## config.mk

```make
export PLATFORM = sky130hd
export DESIGN_NAME = pga_adc_sequencer
export DESIGN_NICKNAME = d
export VERILOG_FILES = /design/src/rtl/pas_pkg.sv /design/src/rtl/pas_seq.sv /design/src/rtl/pas_gain_tx.sv /design/src/rtl/pas_rx.sv /design/src/rtl/pga_adc_sequencer.sv
export SDC_FILE = /design/constraint.sdc
export NUM_CORES = 1
export LEC_CHECK = 0
export BUFFER_PORTS_ARGS = -buffer_cell sky130_fd_sc_hd__buf_2
export CAP_MARGIN = 20
export CELL_PAD_IN_SITES_DETAIL_PLACEMENT = 0
export CELL_PAD_IN_SITES_GLOBAL_PLACEMENT = 2
export CORE_ASPECT_RATIO = 1.1
export CORE_MARGIN = 2
export CORE_UTILIZATION = 35
export DETAILED_ROUTE_END_ITERATION = 16
export PLACE_DENSITY_LB_ADDON = 0.1
export SETUP_SLACK_MARGIN = 0.2
export SYNTH_ARGS = -nofsm -noshare
export SYNTH_HDL_FRONTEND = slang
export SYNTH_HIERARCHICAL = 1
export SYNTH_SLANG_ARGS = --single-unit
export TNS_END_PERCENT = 5
```

## constraint.sdc

```tcl
create_clock -name clk_i -period 1.8 [get_ports clk_i]
set_input_delay 0.18 -clock clk_i [delete_from_list [all_inputs] [get_ports clk_i]]
set_output_delay 0.18 -clock clk_i [all_outputs]
set_load 0.005 [all_outputs]
```

## src/rtl/pas_pkg.sv

```systemverilog
package pas_pkg;
  typedef enum logic [1:0] {
    ST_IDLE,
    ST_GAIN,
    ST_CONV,
    ST_FRAME
  } seq_st_e;
endpackage

```

## src/rtl/pas_seq.sv

```systemverilog
module pas_seq
  import pas_pkg::*;
#(
  parameter int GAIN_SYS  = 16,
  parameter int FRAME_SYS = 72,
  parameter int CONV_CYC  = 2,
  parameter int IDLE_CYC  = 6,
  parameter int CNT_W     = 7,
  parameter int IDX_W     = 6
) (
  input  logic             clk_i,
  input  logic             rst_ni,
  input  logic             load_req_i,
  output logic             sck_o,
  output logic             amp_cs_no,
  output logic             conv_o,
  output logic             start_gain_o,
  output logic             shift_o,
  output logic             cap_o,
  output logic             frame_done_o,
  output logic [IDX_W-1:0] bit_idx_o
);
  seq_st_e          st_q;
  logic [CNT_W-1:0] cnt_q;
  logic             pend_q;
  logic             idle_end, gain_end, conv_end;

  assign idle_end     = (st_q == ST_IDLE)  && (cnt_q == CNT_W'(IDLE_CYC - 1));
  assign gain_end     = (st_q == ST_GAIN)  && (cnt_q == CNT_W'(GAIN_SYS - 1));
  assign conv_end     = (st_q == ST_CONV)  && (cnt_q == CNT_W'(CONV_CYC - 1));
  assign frame_done_o = (st_q == ST_FRAME) && (cnt_q == CNT_W'(FRAME_SYS - 1));
  assign start_gain_o = idle_end && pend_q;

  always_ff @(posedge clk_i or negedge rst_ni) begin
    if (!rst_ni) begin
      st_q   <= ST_IDLE;
      cnt_q  <= '0;
      pend_q <= 1'b1;
    end else begin
      pend_q <= load_req_i | (pend_q & ~start_gain_o);
      if (idle_end) begin
        st_q  <= pend_q ? ST_GAIN : ST_CONV;
        cnt_q <= '0;
      end else if (gain_end || frame_done_o) begin
        st_q  <= ST_IDLE;
        cnt_q <= '0;
      end else if (conv_end) begin
        st_q  <= ST_FRAME;
        cnt_q <= '0;
      end else begin
        cnt_q <= cnt_q + 1'b1;
      end
    end
  end

  // odd count = SCK high half
  assign sck_o     = ((st_q == ST_GAIN) || (st_q == ST_FRAME)) && cnt_q[0];
  assign amp_cs_no = (st_q != ST_GAIN);
  assign conv_o    = (st_q == ST_CONV);
  assign shift_o   = (st_q == ST_GAIN) && cnt_q[0];
  assign cap_o     = (st_q == ST_FRAME) && !cnt_q[0];
  assign bit_idx_o = cnt_q[CNT_W-1:1];
endmodule

```

## src/rtl/pas_gain_tx.sv

```systemverilog
module pas_gain_tx #(
  parameter int GAIN_W = 8
) (
  input  logic              clk_i,
  input  logic              rst_ni,
  input  logic [GAIN_W-1:0] gain_i,
  input  logic              start_i,
  input  logic              shift_i,
  input  logic              active_i,
  output logic              mosi_o
);
  logic [GAIN_W-1:0] sr_q;

  always_ff @(posedge clk_i or negedge rst_ni) begin
    if (!rst_ni)      sr_q <= '0;
    else if (start_i) sr_q <= gain_i;
    else if (shift_i) sr_q <= {sr_q[GAIN_W-2:0], 1'b0};
  end

  assign mosi_o = active_i & sr_q[GAIN_W-1];
endmodule

```

## src/rtl/pas_rx.sv

```systemverilog
module pas_rx #(
  parameter int DATA_W = 14,
  parameter int GAP    = 2,
  parameter int NUM_CH = 2,
  parameter int IDX_W  = 6
) (
  input  logic                           clk_i,
  input  logic                           rst_ni,
  input  logic                           miso_i,
  input  logic                           cap_i,
  input  logic [IDX_W-1:0]               bit_idx_i,
  input  logic                           frame_done_i,
  output logic [NUM_CH-1:0][DATA_W-1:0]  res_o,
  output logic                           valid_o
);
  localparam int FIELD_SPAN = DATA_W + 2 * GAP;

  logic first_q, valid_q;

  for (genvar c = 0; c < NUM_CH; c++) begin : g_ch
    localparam logic [IDX_W-1:0] LO = IDX_W'(GAP + c * FIELD_SPAN);
    localparam logic [IDX_W-1:0] HI = IDX_W'(GAP + c * FIELD_SPAN + DATA_W - 1);
    logic [DATA_W-1:0] sh_q, res_q;
    logic              in_field;

    assign in_field = (bit_idx_i >= LO) && (bit_idx_i <= HI);

    always_ff @(posedge clk_i or negedge rst_ni) begin
      if (!rst_ni) begin
        sh_q  <= '0;
        res_q <= '0;
      end else begin
        if (cap_i && in_field) sh_q <= {sh_q[DATA_W-2:0], miso_i};
        if (frame_done_i)      res_q <= sh_q;
      end
    end

    assign res_o[c] = res_q;
  end

  // first frame carries no real sample
  always_ff @(posedge clk_i or negedge rst_ni) begin
    if (!rst_ni) begin
      first_q <= 1'b1;
      valid_q <= 1'b0;
    end else begin
      valid_q <= frame_done_i & ~first_q;
      if (frame_done_i) first_q <= 1'b0;
    end
  end

  assign valid_o = valid_q;
endmodule

```

## src/rtl/pga_adc_sequencer.sv

```systemverilog
module pga_adc_sequencer #(
  parameter int GAIN_W       = 8,
  parameter int DATA_W       = 14,
  parameter int GAP_SCK      = 2,
  parameter int CONV_CYC     = 2,
  parameter int FRAME_CYCLES = 80,
  parameter int SYS_HZ       = 50_000_000,
  parameter int MAX_CONV_HZ  = 1_500_000,
  parameter int N_OTHER      = 3
) (
  input  logic               clk_i,
  input  logic               rst_ni,
  input  logic [GAIN_W-1:0]  gain_i,
  input  logic               gain_load_i,
  input  logic               miso_i,
  output logic               sck_o,
  output logic               mosi_o,
  output logic               amp_cs_no,
  output logic               amp_shdn_o,
  output logic               conv_o,
  output logic [N_OTHER-1:0] other_cs_no,
  output logic [DATA_W-1:0]  ch0_o,
  output logic [DATA_W-1:0]  ch1_o,
  output logic               valid_o
);
  localparam int NUM_CH       = 2;
  localparam int FRAME_SCK    = NUM_CH * (DATA_W + 2 * GAP_SCK);
  localparam int GAIN_SYS     = 2 * GAIN_W;
  localparam int FRAME_SYS    = 2 * FRAME_SCK;
  localparam int IDLE_CYC     = FRAME_CYCLES - CONV_CYC - FRAME_SYS;
  localparam int MAX_A        = (FRAME_SYS > GAIN_SYS) ? FRAME_SYS : GAIN_SYS;
  localparam int MAX_B        = (IDLE_CYC > CONV_CYC) ? IDLE_CYC : CONV_CYC;
  localparam int MAX_LEN      = (MAX_A > MAX_B) ? MAX_A : MAX_B;
  localparam int CNT_W        = $clog2(MAX_LEN);
  localparam int IDX_W        = CNT_W - 1;
  localparam int MIN_CONV_GAP = (SYS_HZ + MAX_CONV_HZ - 1) / MAX_CONV_HZ;

  logic                          start_gain, shift, cap, frame_done;
  logic [IDX_W-1:0]              bit_idx;
  logic [NUM_CH-1:0][DATA_W-1:0] res;

  pas_seq #(
    .GAIN_SYS (GAIN_SYS),
    .FRAME_SYS(FRAME_SYS),
    .CONV_CYC (CONV_CYC),
    .IDLE_CYC (IDLE_CYC),
    .CNT_W    (CNT_W),
    .IDX_W    (IDX_W)
  ) u_seq (
    .clk_i       (clk_i),
    .rst_ni      (rst_ni),
    .load_req_i  (gain_load_i),
    .sck_o       (sck_o),
    .amp_cs_no   (amp_cs_no),
    .conv_o      (conv_o),
    .start_gain_o(start_gain),
    .shift_o     (shift),
    .cap_o       (cap),
    .frame_done_o(frame_done),
    .bit_idx_o   (bit_idx)
  );

  pas_gain_tx #(.GAIN_W(GAIN_W)) u_tx (
    .clk_i   (clk_i),
    .rst_ni  (rst_ni),
    .gain_i  (gain_i),
    .start_i (start_gain),
    .shift_i (shift),
    .active_i(!amp_cs_no),
    .mosi_o  (mosi_o)
  );

  pas_rx #(
    .DATA_W(DATA_W),
    .GAP   (GAP_SCK),
    .NUM_CH(NUM_CH),
    .IDX_W (IDX_W)
  ) u_rx (
    .clk_i       (clk_i),
    .rst_ni      (rst_ni),
    .miso_i      (miso_i),
    .cap_i       (cap),
    .bit_idx_i   (bit_idx),
    .frame_done_i(frame_done),
    .res_o       (res),
    .valid_o     (valid_o)
  );

  assign ch0_o       = res[0];
  assign ch1_o       = res[1];
  assign amp_shdn_o  = 1'b0;
  assign other_cs_no = '1;
endmodule

```

## Word-level counts from Yosys, hierarchy flattened

Index checks and enable logic that the tools add are counted.

| word-level totals | value |
|---|---|
| memories | 0 |
| bits in latches | 0 |
| bits of input ports | 12 |
| memory bits (read-only) | 0 |
| word-level logic and storage cells | 57 |
| output and inout port bits | 37 |
| register bits after elaboration | 76 |
| bits in writable memories | 0 |

| operators by class | value |
|---|---|
| reduce and logical (&&, ||, !) cells | 19 |
| multiplexer cells | 9 |
| multipliers | 0 |
| add/sub/neg operators | 1 |
| bitwise operators | 6 |
| shifts and indexed selects | 0 |
| equality and inequality tests | 8 |
| div/mod/pow operators | 0 |
| order comparisons | 4 |

Operators by type and width:

| operator | number |
|---|---|
| 7-bit 2-to-1 mux | 3 |
| 8-bit 2-to-1 mux | 2 |
| 1-bit logical AND | 12 |
| 2-bit 2-to-1 mux | 4 |
| 7-bit by 1-bit adder with 7-bit output, second input constant | 1 |
| 7-bit by 1-bit equality test with 1-bit output, second input constant | 1 |
| 7-bit by 3-bit equality test with 1-bit output, second input constant | 1 |
| 7-bit by 4-bit equality test with 1-bit output, second input constant | 1 |
| 7-bit equality test, second input constant | 1 |
| 6-bit by 2-bit >= comparator with 1-bit output, second input constant | 1 |
| 6-bit by 5-bit >= comparator with 1-bit output, second input constant | 1 |
| 6-bit by 4-bit less-or-equal comparator with 1-bit output, second input constant | 1 |
| 6-bit less-or-equal comparator, second input constant | 1 |
| 2-bit equality test, second input constant | 2 |
| 1-bit AND | 3 |
| 3-bit nonzero test | 1 |
| 2-bit by 1-bit equality test with 1-bit output, second input constant | 1 |
| 1-bit logical NOT | 2 |
| 2-bit logical NOT | 1 |
| 1-bit logical OR | 2 |
| 2-bit by 1-bit inequality test with 1-bit output, second input constant | 1 |
| 1-bit inverter | 2 |
| 2-bit nonzero test | 1 |
| 1-bit OR | 1 |

## Depth between registers and ports, before layout

Gate-level depths: netlist of the first run.

| depth | value |
|---|---|
| depth in word-level cells | 6 |
| mapped depth | 7 |
| mapped depth without buffers | 6 |

## Modules after synthesis

Netlist of the first run, hierarchy kept.

Modules (own cells, without submodules):

| module | seq. area each (um^2) | area an instance (um^2) | cells an instance | instances |
|---|---|---|---|---|
| pas_rx | 1452.6 | 2218.4 | 128 | 1 |
| pas_seq | 251.5 | 643.1 | 62 | 1 |
| pas_gain_tx | 200.2 | 375.4 | 35 | 1 |
| pga_adc_sequencer | 0.0 | 41.3 | 7 | 1 |

## Worst setup path before layout of the first run

No wires, ideal clock.

| timing path | value |
|---|---|
| kind | register -> register |
| from | reg u_seq.cnt_q[0] |
| to | reg u_rx.g_ch[0].res_q[10] |
| library setup time | 0.125 ns |
| path buffers | 1 |
| arrival time | 1.852 ns |
| period minus slack after synthesis | 1.976 ns |
| cell stages (with the launch flop) | 7 |
| data required time | 1.675 ns |
| path slack | -0.176 ns |
| cell sequence | dfrtp_1 ha_1 and3_2 nand4_1 inv_1 clkbuf_1 mux2_2 |

| on the way | value |
|---|---|
| word-level cells in the longest chain between the ends | 2 |

Ends and longest elaborated chain:

| element | line | source |
|---|---|---|
| from (decl) | pas_seq.sv:24 | `logic [CNT_W-1:0] cnt_q;` |
| from (signal assigned) | pas_seq.sv:51 | `cnt_q <= cnt_q + 1'b1;` |
| 7-bit equality test | pas_seq.sv:31 | `assign frame_done_o = (st_q == ST_FRAME) && (cnt_q == CNT_W'(FRAME_SYS - 1));` |
| 1-bit logical AND | pas_seq.sv:31 |  |
| via frame_done | pga_adc_sequencer.sv:38 | `logic start_gain, shift, cap, frame_done;` |
| to (signal assigned) | pas_rx.sv:34 | `if (frame_done_i) res_q <= sh_q;` |
| to (decl) | pas_rx.sv:23 | `logic [DATA_W-1:0] sh_q, res_q;` |

The timed path passes the listed nets, and every way through them passes these cells.
A chain may end at the register's enable or synchronous reset.

## Worst setup path in the final report of the first run

| timing path | value |
|---|---|
| from | reg u_seq.cnt_q[0] |
| to | reg u_rx.g_ch[0].sh_q[11] |

| on the way | value |
|---|---|
| word-level cells in the longest chain between the ends | 3 |

Ends and longest elaborated chain:

| element | line | source |
|---|---|---|
| 1-bit logical NOT | pas_seq.sv:61 | `assign cap_o = (st_q == ST_FRAME) && !cnt_q[0];` |
| 1-bit logical AND | pas_seq.sv:61 |  |
| via cap | pga_adc_sequencer.sv:38 |  |
| 1-bit logical AND | pas_rx.sv:33 | `if (cap_i && in_field) sh_q <= {sh_q[DATA_W-2:0], miso_i};` |
| to (signal assigned) | pas_rx.sv:33 |  |
| to (decl) | pas_rx.sv:23 |  |

The timed path passes the listed nets, and every way through them passes these cells.

==> impl_metrics.env, run 1 <==
export IMPL_run_status="finished clean"
export IMPL_clock_buffers_created_by_tritoncts=9
export IMPL_tritoncts_clock_tree="built"
export IMPL_cts_root_buf="sky130_fd_sc_hd__clkbuf_8"
export IMPL_worst_hold_path_depth=2
export IMPL_critical_path_class="reg -> reg"
export IMPL_numPortBuffers=44
export IMPL_switching_share=0.300
export IMPL_cp_required_ps=2020
export IMPL_worst_hold_launch="gain_load_i"
export IMPL_grt_first_pass_wirelength_um=9360
export IMPL_layout_core_utilization=0.440
export IMPL_syn_inst=231
export IMPL_cap_violations=0
export IMPL_number_of_global_route_vias_before_repair=1858
export IMPL_seq_power_share=0.474
export IMPL_finalSetupViolations=0
export IMPL_global_route_usage_total=0.121
export IMPL_timing_critical_path_fanout_max=14
export IMPL_regToRegEndpoint="u_rx/g_ch[0].sh_q[11]"
export IMPL_cts_clk_slew_worst_paths_ps=70
export IMPL_r2r_worst_path_cells=4
export IMPL_clock_skew_final_ps=9.20
export IMPL_timing_hold_worst_class="in -> reg"
export IMPL_worst_setup_path_start_kind="flop"
export IMPL_grt_max_degree=34
export IMPL_hold_viol_final=0
export IMPL_detail_route_iter0_violations=39
export IMPL_wirelength_um=5990
export IMPL_clk_latency_ps=330
export IMPL_design_final_nets=309
export IMPL_dieArea_um2=10100
export IMPL_setup_worst_path_end_class="flop"
export IMPL_critical_path_arrival_ps=1920
export IMPL_finish_cell_count_without_fillers=417
export IMPL_final_min_period_over_clock_period=0.945
export IMPL_maximum_clock_rate_mhz=588
export IMPL_synth_yosys_warnings=6
export IMPL_layout_min_cycle_time_ps=1700
export IMPL_route_detailed_drc=0
export IMPL_switchingPower_w=0.00126
export IMPL_clockBufferDepth=2
export IMPL_dp_hpwl_um=3900
export IMPL_detailroute_via_count=1908
export IMPL_core_area_um2=9210
export IMPL_ioPinCount=49
export IMPL_clkSinkCount=76
export IMPL_worst_hold_path_endpoint="u_seq/pend_q"
export IMPL_peak_supply_drop_mv=0.615
export IMPL_fp_dieH_um=105
export IMPL_maxSlewViolCount=0
export IMPL_row_count=37
export IMPL_hold_slack_ps=31.8
export IMPL_unrepaired_setup_endpoints_after_global_routing="true"
export IMPL_initial_antenna_violation_count=0
export IMPL_worst_r2r_setup_slack_ps=100
export IMPL_floorplan_initialDensity=0.355
export IMPL_n_antenna_cell=0
export IMPL_power_density_nw_per_um2=1030
export IMPL_share_comb_of_total_power=0.253
export IMPL_grt_overflow_total=0
export IMPL_static_leakage_power_nw=2.10
export IMPL_dpl_cell_count=395
export IMPL_setup_total_negative_slack_ps=0
export IMPL_report_power_total_w=0.00419
export IMPL_route_detailed_wl_per_inst_um=14.4
export IMPL_dieWidth_um=96.2
export IMPL_gp_congestion=0.741
export IMPL_routed_via_density=4.58
export IMPL_synthesis_area_per_instance_um2=14.2
export IMPL_internal_power_w=0.00293
export IMPL_layout_drive_gt1_share=0.547
export IMPL_final_antenna_net_count=0
export IMPL_first_pass_iters=4
export IMPL_clock_share_of_power=0.273
export IMPL_reg2reg_from="u_seq/cnt_q[0]"
export IMPL_ctsHtreeMaxLevel=3
export IMPL_syn_cell_area_um2=3270
export IMPL_flow_area_growth_from_synthesis_pct=23.9
-- power by group through the flow --
stage / Sequential, W / Clock, W / Combinational [W]
6_report: 0.00199 / 0.00114 / 0.00106
5_1_grt: 0.00202 / 0.00127 / 0.00118
4_1_cts: 0.00198 / 0.00120 / 0.00105
3_5_place_dp: 0.00202 / 0 / 0.00104
3_3_place_gp: 0.00201 / 0 / 0.00105
2_1_floorplan: 0.00204 / 0 / 0.000730
-- sequential cells by signal (all words and copies together), names as in the netlist --
| register | flops |
|---|---|
| u_rx/g_ch.res_q | 28 |
| u_rx/valid_o | 1 |
| u_seq/cnt_q | 7 |
| u_rx/first_q | 1 |
| u_seq/pend_q | 1 |
| u_seq/st_q | 2 |
| u_rx/g_ch.sh_q | 28 |
| u_tx/sr_q | 8 |
-- metrics by stage --
step,setup WS (ps),instance area [um2]
after detailed placement,82.6,3720
after floorplan,33.6,3310
after global routing,-4.19,4050
after global placement,83.9,3720
final,99.2,4050
after CTS,93.8,3910
-- layout by cell type (no fill, tap or decap), types with 3 or more instances in the layout --
master / count
sky130_fd_sc_hd__and3_2: 3
sky130_fd_sc_hd__buf_12: 3
sky130_fd_sc_hd__buf_2: 43
sky130_fd_sc_hd__buf_4: 17
sky130_fd_sc_hd__clkbuf_8: 10
sky130_fd_sc_hd__clkinv_2: 3
sky130_fd_sc_hd__conb_1: 4
sky130_fd_sc_hd__dfrtp_1: 71
sky130_fd_sc_hd__dfrtp_2: 3
sky130_fd_sc_hd__inv_1: 3
sky130_fd_sc_hd__mux2_2: 29
sky130_fd_sc_hd__mux2_4: 27
sky130_fd_sc_hd__mux2i_1: 7
sky130_fd_sc_hd__nand2_1: 10
sky130_fd_sc_hd__nor2_2: 7
sky130_fd_sc_hd__nor2b_1: 3
sky130_fd_sc_hd__o21ai_1: 7
sky130_fd_sc_hd__xnor2_1: 4
-- final cells by class --
class                   instances  area, um2
multi-input cells             136       1320
clock buffers                  10        138
inverters                       4       15.0
well taps                     117        146
repair buffers                 68        485
flip-flops and latches         76       1910
clock inverters                 6       40.0
fillers                       865       5160
-- repair_timing --
action | CTS | global route
buffers inserted | 0 | 2
endpoints found under the setup margin | 58 | 73
gates resized for setup | 1 | 20
cloned | 0 | 3
endpoints found under the hold margin | 28 | 0
pin swaps | 0 | 2
hold buffers | 1 | 0
-- worst max path at each step --
stage / startpoint / endpoint / slack [ps]
after floorplan: u_seq/cnt_q[6] / u_rx/g_ch[0].sh_q[10] / 30
after global routing: u_seq/cnt_q[0] / u_rx/g_ch[1].res_q[1] / -4
after CTS: u_seq/cnt_q[0] / u_rx/g_ch[0].sh_q[11] / 90
final: u_seq/cnt_q[0] / u_rx/g_ch[0].sh_q[11] / 100
after global placement: u_seq/cnt_q[0] / u_rx/g_ch[0].sh_q[7] / 80
after detailed placement: u_seq/cnt_q[0] / u_rx/g_ch[0].sh_q[7] / 80
-- worst max-delay path: stages (launching register included) --
cell and delay [ps]:
sky130_fd_sc_hd__dfrtp_2 460, sky130_fd_sc_hd__nor2_2 170, sky130_fd_sc_hd__or4b_1 470, sky130_fd_sc_hd__buf_6 190, sky130_fd_sc_hd__mux2_4 300
-- metal layers --
metal	track usage	routed length, um	share of wire	up-vias
met5	0	0	0	-
met2	0.182	2860	0.48	39
met1	0.165	2830	0.47	949
li1	-	-	-	914
met4	0.0429	64	0.011	0
met3	0.0350	232	0.039	6
Power figures use the tool's default switching activity.
==> inputs of run 2 (changes only) <==
--- a/config.mk
+++ b/config.mk
@@ -11,7 +11,7 @@
 export CELL_PAD_IN_SITES_GLOBAL_PLACEMENT = 2
 export CORE_ASPECT_RATIO = 1.1
 export CORE_MARGIN = 2
-export CORE_UTILIZATION = 35
+export CORE_UTILIZATION = 33
 export DETAILED_ROUTE_END_ITERATION = 16
 export PLACE_DENSITY_LB_ADDON = 0.1
 export SETUP_SLACK_MARGIN = 0.2
==> constraint.sdc (replaced) <==
create_clock -name clk_i -period 2.15 [get_ports clk_i]
set_input_delay 0.215 -clock clk_i [delete_from_list [all_inputs] [get_ports clk_i]]
set_output_delay 0.215 -clock clk_i [all_outputs]
set_load 0.005 [all_outputs]
==> run 2 against run 1 <==
Effect of this change:
- hold slack improved by 29 ps
- critical path depth increased by 2
- clock skew increased by 2.5 ps
- sequential power decreased by 15%
==> impl_metrics.env, run 2 (same netlist as run 1, synthesis figures left out) <==
export IMPL_number_of_global_route_vias_before_repair=1836
export IMPL_clockBufferDepth=2
export IMPL_route_detailed_drc=0
export IMPL_route_detailed_wl_per_inst_um=13.6
export IMPL_routed_via_density=4.54
export IMPL_flow_area_growth_from_synthesis_pct=18.0
export IMPL_cap_violations=0
export IMPL_dpl_cell_count=387
export IMPL_grt_first_pass_wirelength_um=9340
export IMPL_crit_chain="ha_2 > and3_2 > nand4_1 > inv_1 > buf_12 > mux2_2"
export IMPL_initial_antenna_violation_count=0
export IMPL_clock_buffers_created_by_tritoncts=9
export IMPL_row_count=38
export IMPL_largestRegisters="u_rx/g_ch.res_q: 28 flops, u_rx/g_ch.sh_q: 28 flops, u_tx/sr_q: 8 flops"
export IMPL_ctsHtreeMaxLevel=3
export IMPL_max_stage_delay_ps=440
export IMPL_fp_dieH_um=108
export IMPL_numPortBuffers=44
export IMPL_switching_share=0.278
export IMPL_multiInputGateArea_um2=1240
export IMPL_first_pass_iters=4
export IMPL_r2r_worst_path_cells=6
export IMPL_grt_max_degree=41
export IMPL_tritoncts_clock_tree="built"
export IMPL_power_density_nw_per_um2=956
export IMPL_crit_slowest_cell="sky130_fd_sc_hd__dfrtp_2"
export IMPL_switchingPower_w=0.00103
export IMPL_reg2reg_from="u_seq/cnt_q[0]"
export IMPL_critical_path_class="reg -> reg"
export IMPL_layout_cells_most_common_list="73 x sky130_fd_sc_hd__dfrtp_1, 46 x sky130_fd_sc_hd__mux2_2, 43 x sky130_fd_sc_hd__buf_2"
export IMPL_cts_root_buf="sky130_fd_sc_hd__clkbuf_8"
export IMPL_internal_power_w=0.00266
export IMPL_timing_hold_worst_class="in -> reg"
export IMPL_timing_critical_path_to="u_rx/g_ch[0].res_q[13]"
export IMPL_ioPinCount=49
export IMPL_layout_drive_gt1_share=0.496
export IMPL_layout_min_cycle_time_ps=1830
export IMPL_setup_worst_path_end_class="flop"
export IMPL_clkSinkCount=76
export IMPL_timing_critical_path_fanout_max=30
export IMPL_peak_supply_drop_mv=0.440
export IMPL_cts_clk_slew_worst_paths_ps=80
export IMPL_setup_total_negative_slack_ps=0
export IMPL_dieArea_um2=10700
export IMPL_finish_cell_count_without_fillers=404
export IMPL_worst_setup_path_start_kind="flop"
export IMPL_ff_latch_area_um2=1910
export IMPL_maxSlewViolCount=0
export IMPL_global_route_usage_total=0.112
export IMPL_hold_viol_final=0
export IMPL_final_min_period_over_clock_period=0.850
export IMPL_clock_share_of_power=0.353
export IMPL_n_antenna_cell=0
export IMPL_floorplan_initialDensity=0.336
export IMPL_detailroute_via_count=1834
export IMPL_gp_congestion=0.660
export IMPL_run_status="finished clean"
export IMPL_nFillCells=929
export IMPL_buffers_inserted_during_post_cts_setup_optimization=0
export IMPL_wirelength_um=5480
export IMPL_critPathTopFamily="flip-flops"
export IMPL_critPathBufInv=2
export IMPL_clk_latency_ps=340
export IMPL_dieWidth_um=98.9
export IMPL_finalSetupViolations=0
export IMPL_detail_route_iter0_violations=38
export IMPL_core_area_um2=9750
export IMPL_final_antenna_net_count=0
export IMPL_path_depth=6
export IMPL_share_comb_of_total_power=0.186
export IMPL_regToRegEndpoint="u_rx/g_ch[0].res_q[13]"
export IMPL_maximum_clock_rate_mhz=547
export IMPL_layout_commonest_cell="sky130_fd_sc_hd__dfrtp_1"
export IMPL_worst_r2r_setup_slack_ps=320
export IMPL_timing_critical_path_from="u_seq/cnt_q[0]"
export IMPL_dp_hpwl_um=3600
export IMPL_unrepaired_setup_endpoints_after_global_routing="false"
export IMPL_static_leakage_power_nw=2.01
export IMPL_grt_overflow_total=0
export IMPL_design_final_nets=293
export IMPL_seq_power_share=0.462
export IMPL_critical_path_arrival_ps=2040
export IMPL_report_power_total_w=0.00369
export IMPL_cp_required_ps=2370
export IMPL_clock_skew_final_ps=11.7
run 2: changes by cell type in the layout (fill, tap and decap cells not counted), moves of 2 or more:
| cell | previous run | this run |
|---|---|---|
| sky130_fd_sc_hd__buf_4 | 17 | 6 |
| sky130_fd_sc_hd__clkinv_2 | 3 | 1 |
| sky130_fd_sc_hd__mux2_4 | 27 | 10 |
| sky130_fd_sc_hd__clkinv_4 | 2 | 0 |
| sky130_fd_sc_hd__buf_6 | 2 | 0 |
| sky130_fd_sc_hd__dfrtp_2 | 3 | 1 |
| sky130_fd_sc_hd__mux2_2 | 29 | 46 |
| sky130_fd_sc_hd__bufinv_16 | 0 | 3 |
| sky130_fd_sc_hd__dfrtp_1 | 71 | 73 |
| sky130_fd_sc_hd__clkbuf_16 | 2 | 0 |
run 2: how the worst min path moves through the flow:
stage / end / startpoint / cells past startpoint
2_1_floorplan: u_rx/g_ch[0].res_q[0] / rst_ni / 0
5_1_grt: u_seq/pend_q / gain_load_i / 2
6_report: u_seq/pend_q / gain_load_i / 2
3_3_place_gp: u_rx/g_ch[0].res_q[8] / rst_ni / 1
3_5_place_dp: u_rx/g_ch[0].res_q[8] / rst_ni / 1
4_1_cts: u_seq/pend_q / gain_load_i / 2
run 2: metrics by stage:
stage / hold slack [ps] / area [um2] / setup WS (ps) / utilization
2_1_floorplan: -80.6 / 3280 / 174 / -
3_3_place_gp: 218 / 3610 / 218 / 0.370
3_5_place_dp: 220 / 3610 / 214 / 0.370
4_1_cts: 41.1 / 3860 / 258 / 0.396
5_1_grt: 43.6 / 3860 / 217 / 0.396
6_report: 60.9 / 3860 / 323 / 0.396
run 2: per-layer routing:
metal  global-route usage  share of wire  vias to the layer above
met3               0.0336          0.039                        7
met5                    0              0                        -
met4               0.0499          0.016                        0
li1                     -              -                      888
met1                0.146           0.47                      904
met2                0.171           0.48                       35
run 2: timing repair:
item,CTS,global route
hold endpoints to repair,35,0
resized for setup,1,1
hold buffers,1,0
setup endpoints to repair,12,3
run 2: worst reg2reg max path, stage by stage, from the launching register on:
cell                      delay [ps]
sky130_fd_sc_hd__dfrtp_2         440
sky130_fd_sc_hd__ha_2            240
sky130_fd_sc_hd__and3_2          190
sky130_fd_sc_hd__nand4_1         130
sky130_fd_sc_hd__inv_1           130
sky130_fd_sc_hd__buf_12          210
sky130_fd_sc_hd__mux2_2          360
run 2: power groups by stage:
stage / clock (W) / combinational [W] / sequential (W)
2_1_floorplan: 0 / 0.000601 / 0.00170
3_3_place_gp: 0 / 0.000699 / 0.00174
3_5_place_dp: 0 / 0.000695 / 0.00173
4_1_cts: 0.00136 / 0.000700 / 0.00170
5_1_grt: 0.00142 / 0.000781 / 0.00173
6_report: 0.00130 / 0.000685 / 0.00170
run 2: final cells by class:
cell class	instances	area share
clock inverter	6	0.0289
clock buffer	10	0.0331
tap	120	0.0389
sequential	76	0.494
multi-input combinational	136	0.321
timing repair buffer	52	0.0804
inverter	4	0.00389
==> inputs of run 3 (changes only) <==
==> constraint.sdc (replaced) <==
create_clock -name clk_i -period 1.5 [get_ports clk_i]
set_input_delay 0.15 -clock clk_i [delete_from_list [all_inputs] [get_ports clk_i]]
set_output_delay 0.15 -clock clk_i [all_outputs]
set_load 0.005 [all_outputs]
==> run 3 against run 2 <==
Effect of this change:
- the flow now finishes with violations (negative setup slack)
- worst setup slack worse by 500 ps
- routed wire length up 19%
- design area up 13%
- first-iteration DRC count is 110% higher
- sequential share of layout area shrank 5.7 points
- register-to-register slack worse by 500 ps
- critical endpoint is now u_rx/g_ch[0].sh_q[5]
==> impl_metrics.env, run 3 (same netlist as run 1, synthesis figures left out) <==
export IMPL_run_status="finished, violations left"
export IMPL_failed_checks="negative setup slack"
export IMPL_detailroute_via_count=1975
export IMPL_cts_clk_slew_worst_paths_ps=80
export IMPL_worst_r2r_setup_slack_ps=-180
export IMPL_global_route_usage_met3=0.0394
export IMPL_place_ws_ps=-208
export IMPL_first_pass_iters=4
export IMPL_cap_violations=0
export IMPL_clkSinkCount=76
export IMPL_dp_hpwl_um=4000
export IMPL_clk_latency_ps=350
export IMPL_reg2reg_from="u_seq/cnt_q[0]"
export IMPL_dieArea_um2=10700
export IMPL_report_power_total_w=0.00574
export IMPL_peak_supply_drop_mv=0.653
export IMPL_route_detailed_drc=0
export IMPL_critical_path_class="reg -> reg"
export IMPL_dieWidth_um=98.9
export IMPL_initial_antenna_violation_count=0
export IMPL_route_detailed_wl_per_inst_um=15.1
export IMPL_dpl_cell_count=406
export IMPL_fp_dieH_um=108
export IMPL_cts_root_buf="sky130_fd_sc_hd__clkbuf_8"
export IMPL_numPortBuffers=44
export IMPL_routed_via_density=4.57
export IMPL_final_min_period_over_clock_period=1.12
export IMPL_maxSlewViolCount=0
export IMPL_hold_viol_final=0
export IMPL_timing_hold_worst_class="in -> reg"
export IMPL_crit_chain="nor2_2 > or4b_4 > buf_8 > mux2_4"
export IMPL_layout_min_cycle_time_ps=1680
export IMPL_clockBufferDepth=2
export IMPL_unrepaired_setup_endpoints_after_global_routing="true"
export IMPL_layout_commonest_cell="sky130_fd_sc_hd__dfrtp_1"
export IMPL_setup_total_negative_slack_ps=-7650
export IMPL_static_leakage_power_nw=2.25
export IMPL_worst_hold_launch="gain_i[2]"
export IMPL_timing_critical_path_from="u_seq/cnt_q[0]"
export IMPL_tritoncts_clock_tree="built"
export IMPL_flow_area_growth_from_synthesis_pct=33.7
export IMPL_row_count=38
export IMPL_max_stage_delay_ps=480
export IMPL_grt_max_degree=34
export IMPL_setup_worst_path_end_class="flop"
export IMPL_worst_setup_path_start_kind="flop"
export IMPL_met1_usage=0.170
export IMPL_layout_cells_most_common_list="69 x sky130_fd_sc_hd__dfrtp_1, 45 x sky130_fd_sc_hd__mux2_4, 42 x sky130_fd_sc_hd__buf_2"
export IMPL_layout_drive_gt1_share=0.580
export IMPL_grt_overflow_total=0
export IMPL_cp_required_ps=1730
export IMPL_floorplan_initialDensity=0.336
export IMPL_clock_buffers_created_by_tritoncts=9
export IMPL_gp_congestion=0.718
export IMPL_finalSetupViolations=66
export IMPL_finish_cell_count_without_fillers=432
export IMPL_ctsHtreeMaxLevel=3
export IMPL_maximum_clock_rate_mhz=596
export IMPL_largestRegisters="u_rx/g_ch.res_q: 28 flops, u_rx/g_ch.sh_q: 28 flops, u_tx/sr_q: 8 flops"
export IMPL_detail_route_iter0_violations=78
export IMPL_number_of_global_route_vias_before_repair=2069
export IMPL_grt_first_pass_wirelength_um=10500
export IMPL_wirelength_um=6530
export IMPL_power_density_nw_per_um2=1310
export IMPL_design_final_nets=321
export IMPL_crit_slowest_cell="sky130_fd_sc_hd__or4b_4"
export IMPL_final_design_area_no_fill_um2=4370
export IMPL_timing_critical_path_fanout_max=14
export IMPL_ioPinCount=49
export IMPL_final_antenna_net_count=0
export IMPL_gr_max_usage_layer="met2"
export IMPL_core_area_um2=9750
export IMPL_n_antenna_cell=0
export IMPL_global_route_usage_total=0.126
export IMPL_critical_path_arrival_ps=1910
export IMPL_clock_skew_final_ps=11.9
export IMPL_grt_use_met2=0.191
export IMPL_finalWorstSetupSlack_ps=-177
export IMPL_detailed_place_area_um2=3800
[run 3: repair_timing]
action                                  CTS  global route
gates resized for setup                  25            32
pin swaps                                 4             3
buffers inserted                          0             2
endpoints found under the setup margin   79            79
cloned                                    0             3
hold endpoints to repair                 34             0
hold buffers                              5             0
[run 3: cell type report]
type / instances / area (um2)
Sequential cell: 76 / 1910
Timing Repair Buffer: 80 / 632
Inverter: 4 / 15.0
Fill cell: 907 / 5370
Multi-Input combinational cell: 136 / 1440
Clock inverter: 7 / 98.8
Clock buffer: 9 / 124
Tap cell: 120 / 150
[run 3: critical path: cells and delay by family (launching register included)]
family        cells  cell delay [ps]
simple gates      2              630
flops             1              450
mux               1              300
buf+inv           1              180
[run 3: worst paths after layout]
check	end	cells after the start
setup / recovery	u_rx/g_ch[0].sh_q[5]	4
hold / removal	u_tx/sr_q[2]	3
setup reg to reg	u_rx/g_ch[0].sh_q[5]	4
hold reg to reg	u_rx/first_q	1
max in group asynchronous	u_rx/first_q	3
min in group asynchronous	u_rx/g_ch[0].res_q[10]	2
[run 3: through the flow]
| step | hold slack (ps) | utilization |
|---|---|---|
| global route | 13.3 | 0.449 |
| global placement | 143 | 0.390 |
| finish | 18.1 | 0.449 |
| floorplan | -146 | - |
| CTS | 2.57 | 0.429 |
| detailed placement | 148 | 0.390 |
[run 3: layer usage]
layer / vias up / share of wire
met5: - / 0
met4: 0 / 0.0077
met3: 4 / 0.036
met2: 39 / 0.48
met1: 995 / 0.48
li1: 937 / -
[run 3: where the power goes]
part / switching [W] / internal (W) / total [W]
combinational: 0.000727 / 0.000872 / 0.00160
sequential: 0.000147 / 0.00224 / 0.00239
clock: 0.000802 / 0.000946 / 0.00175
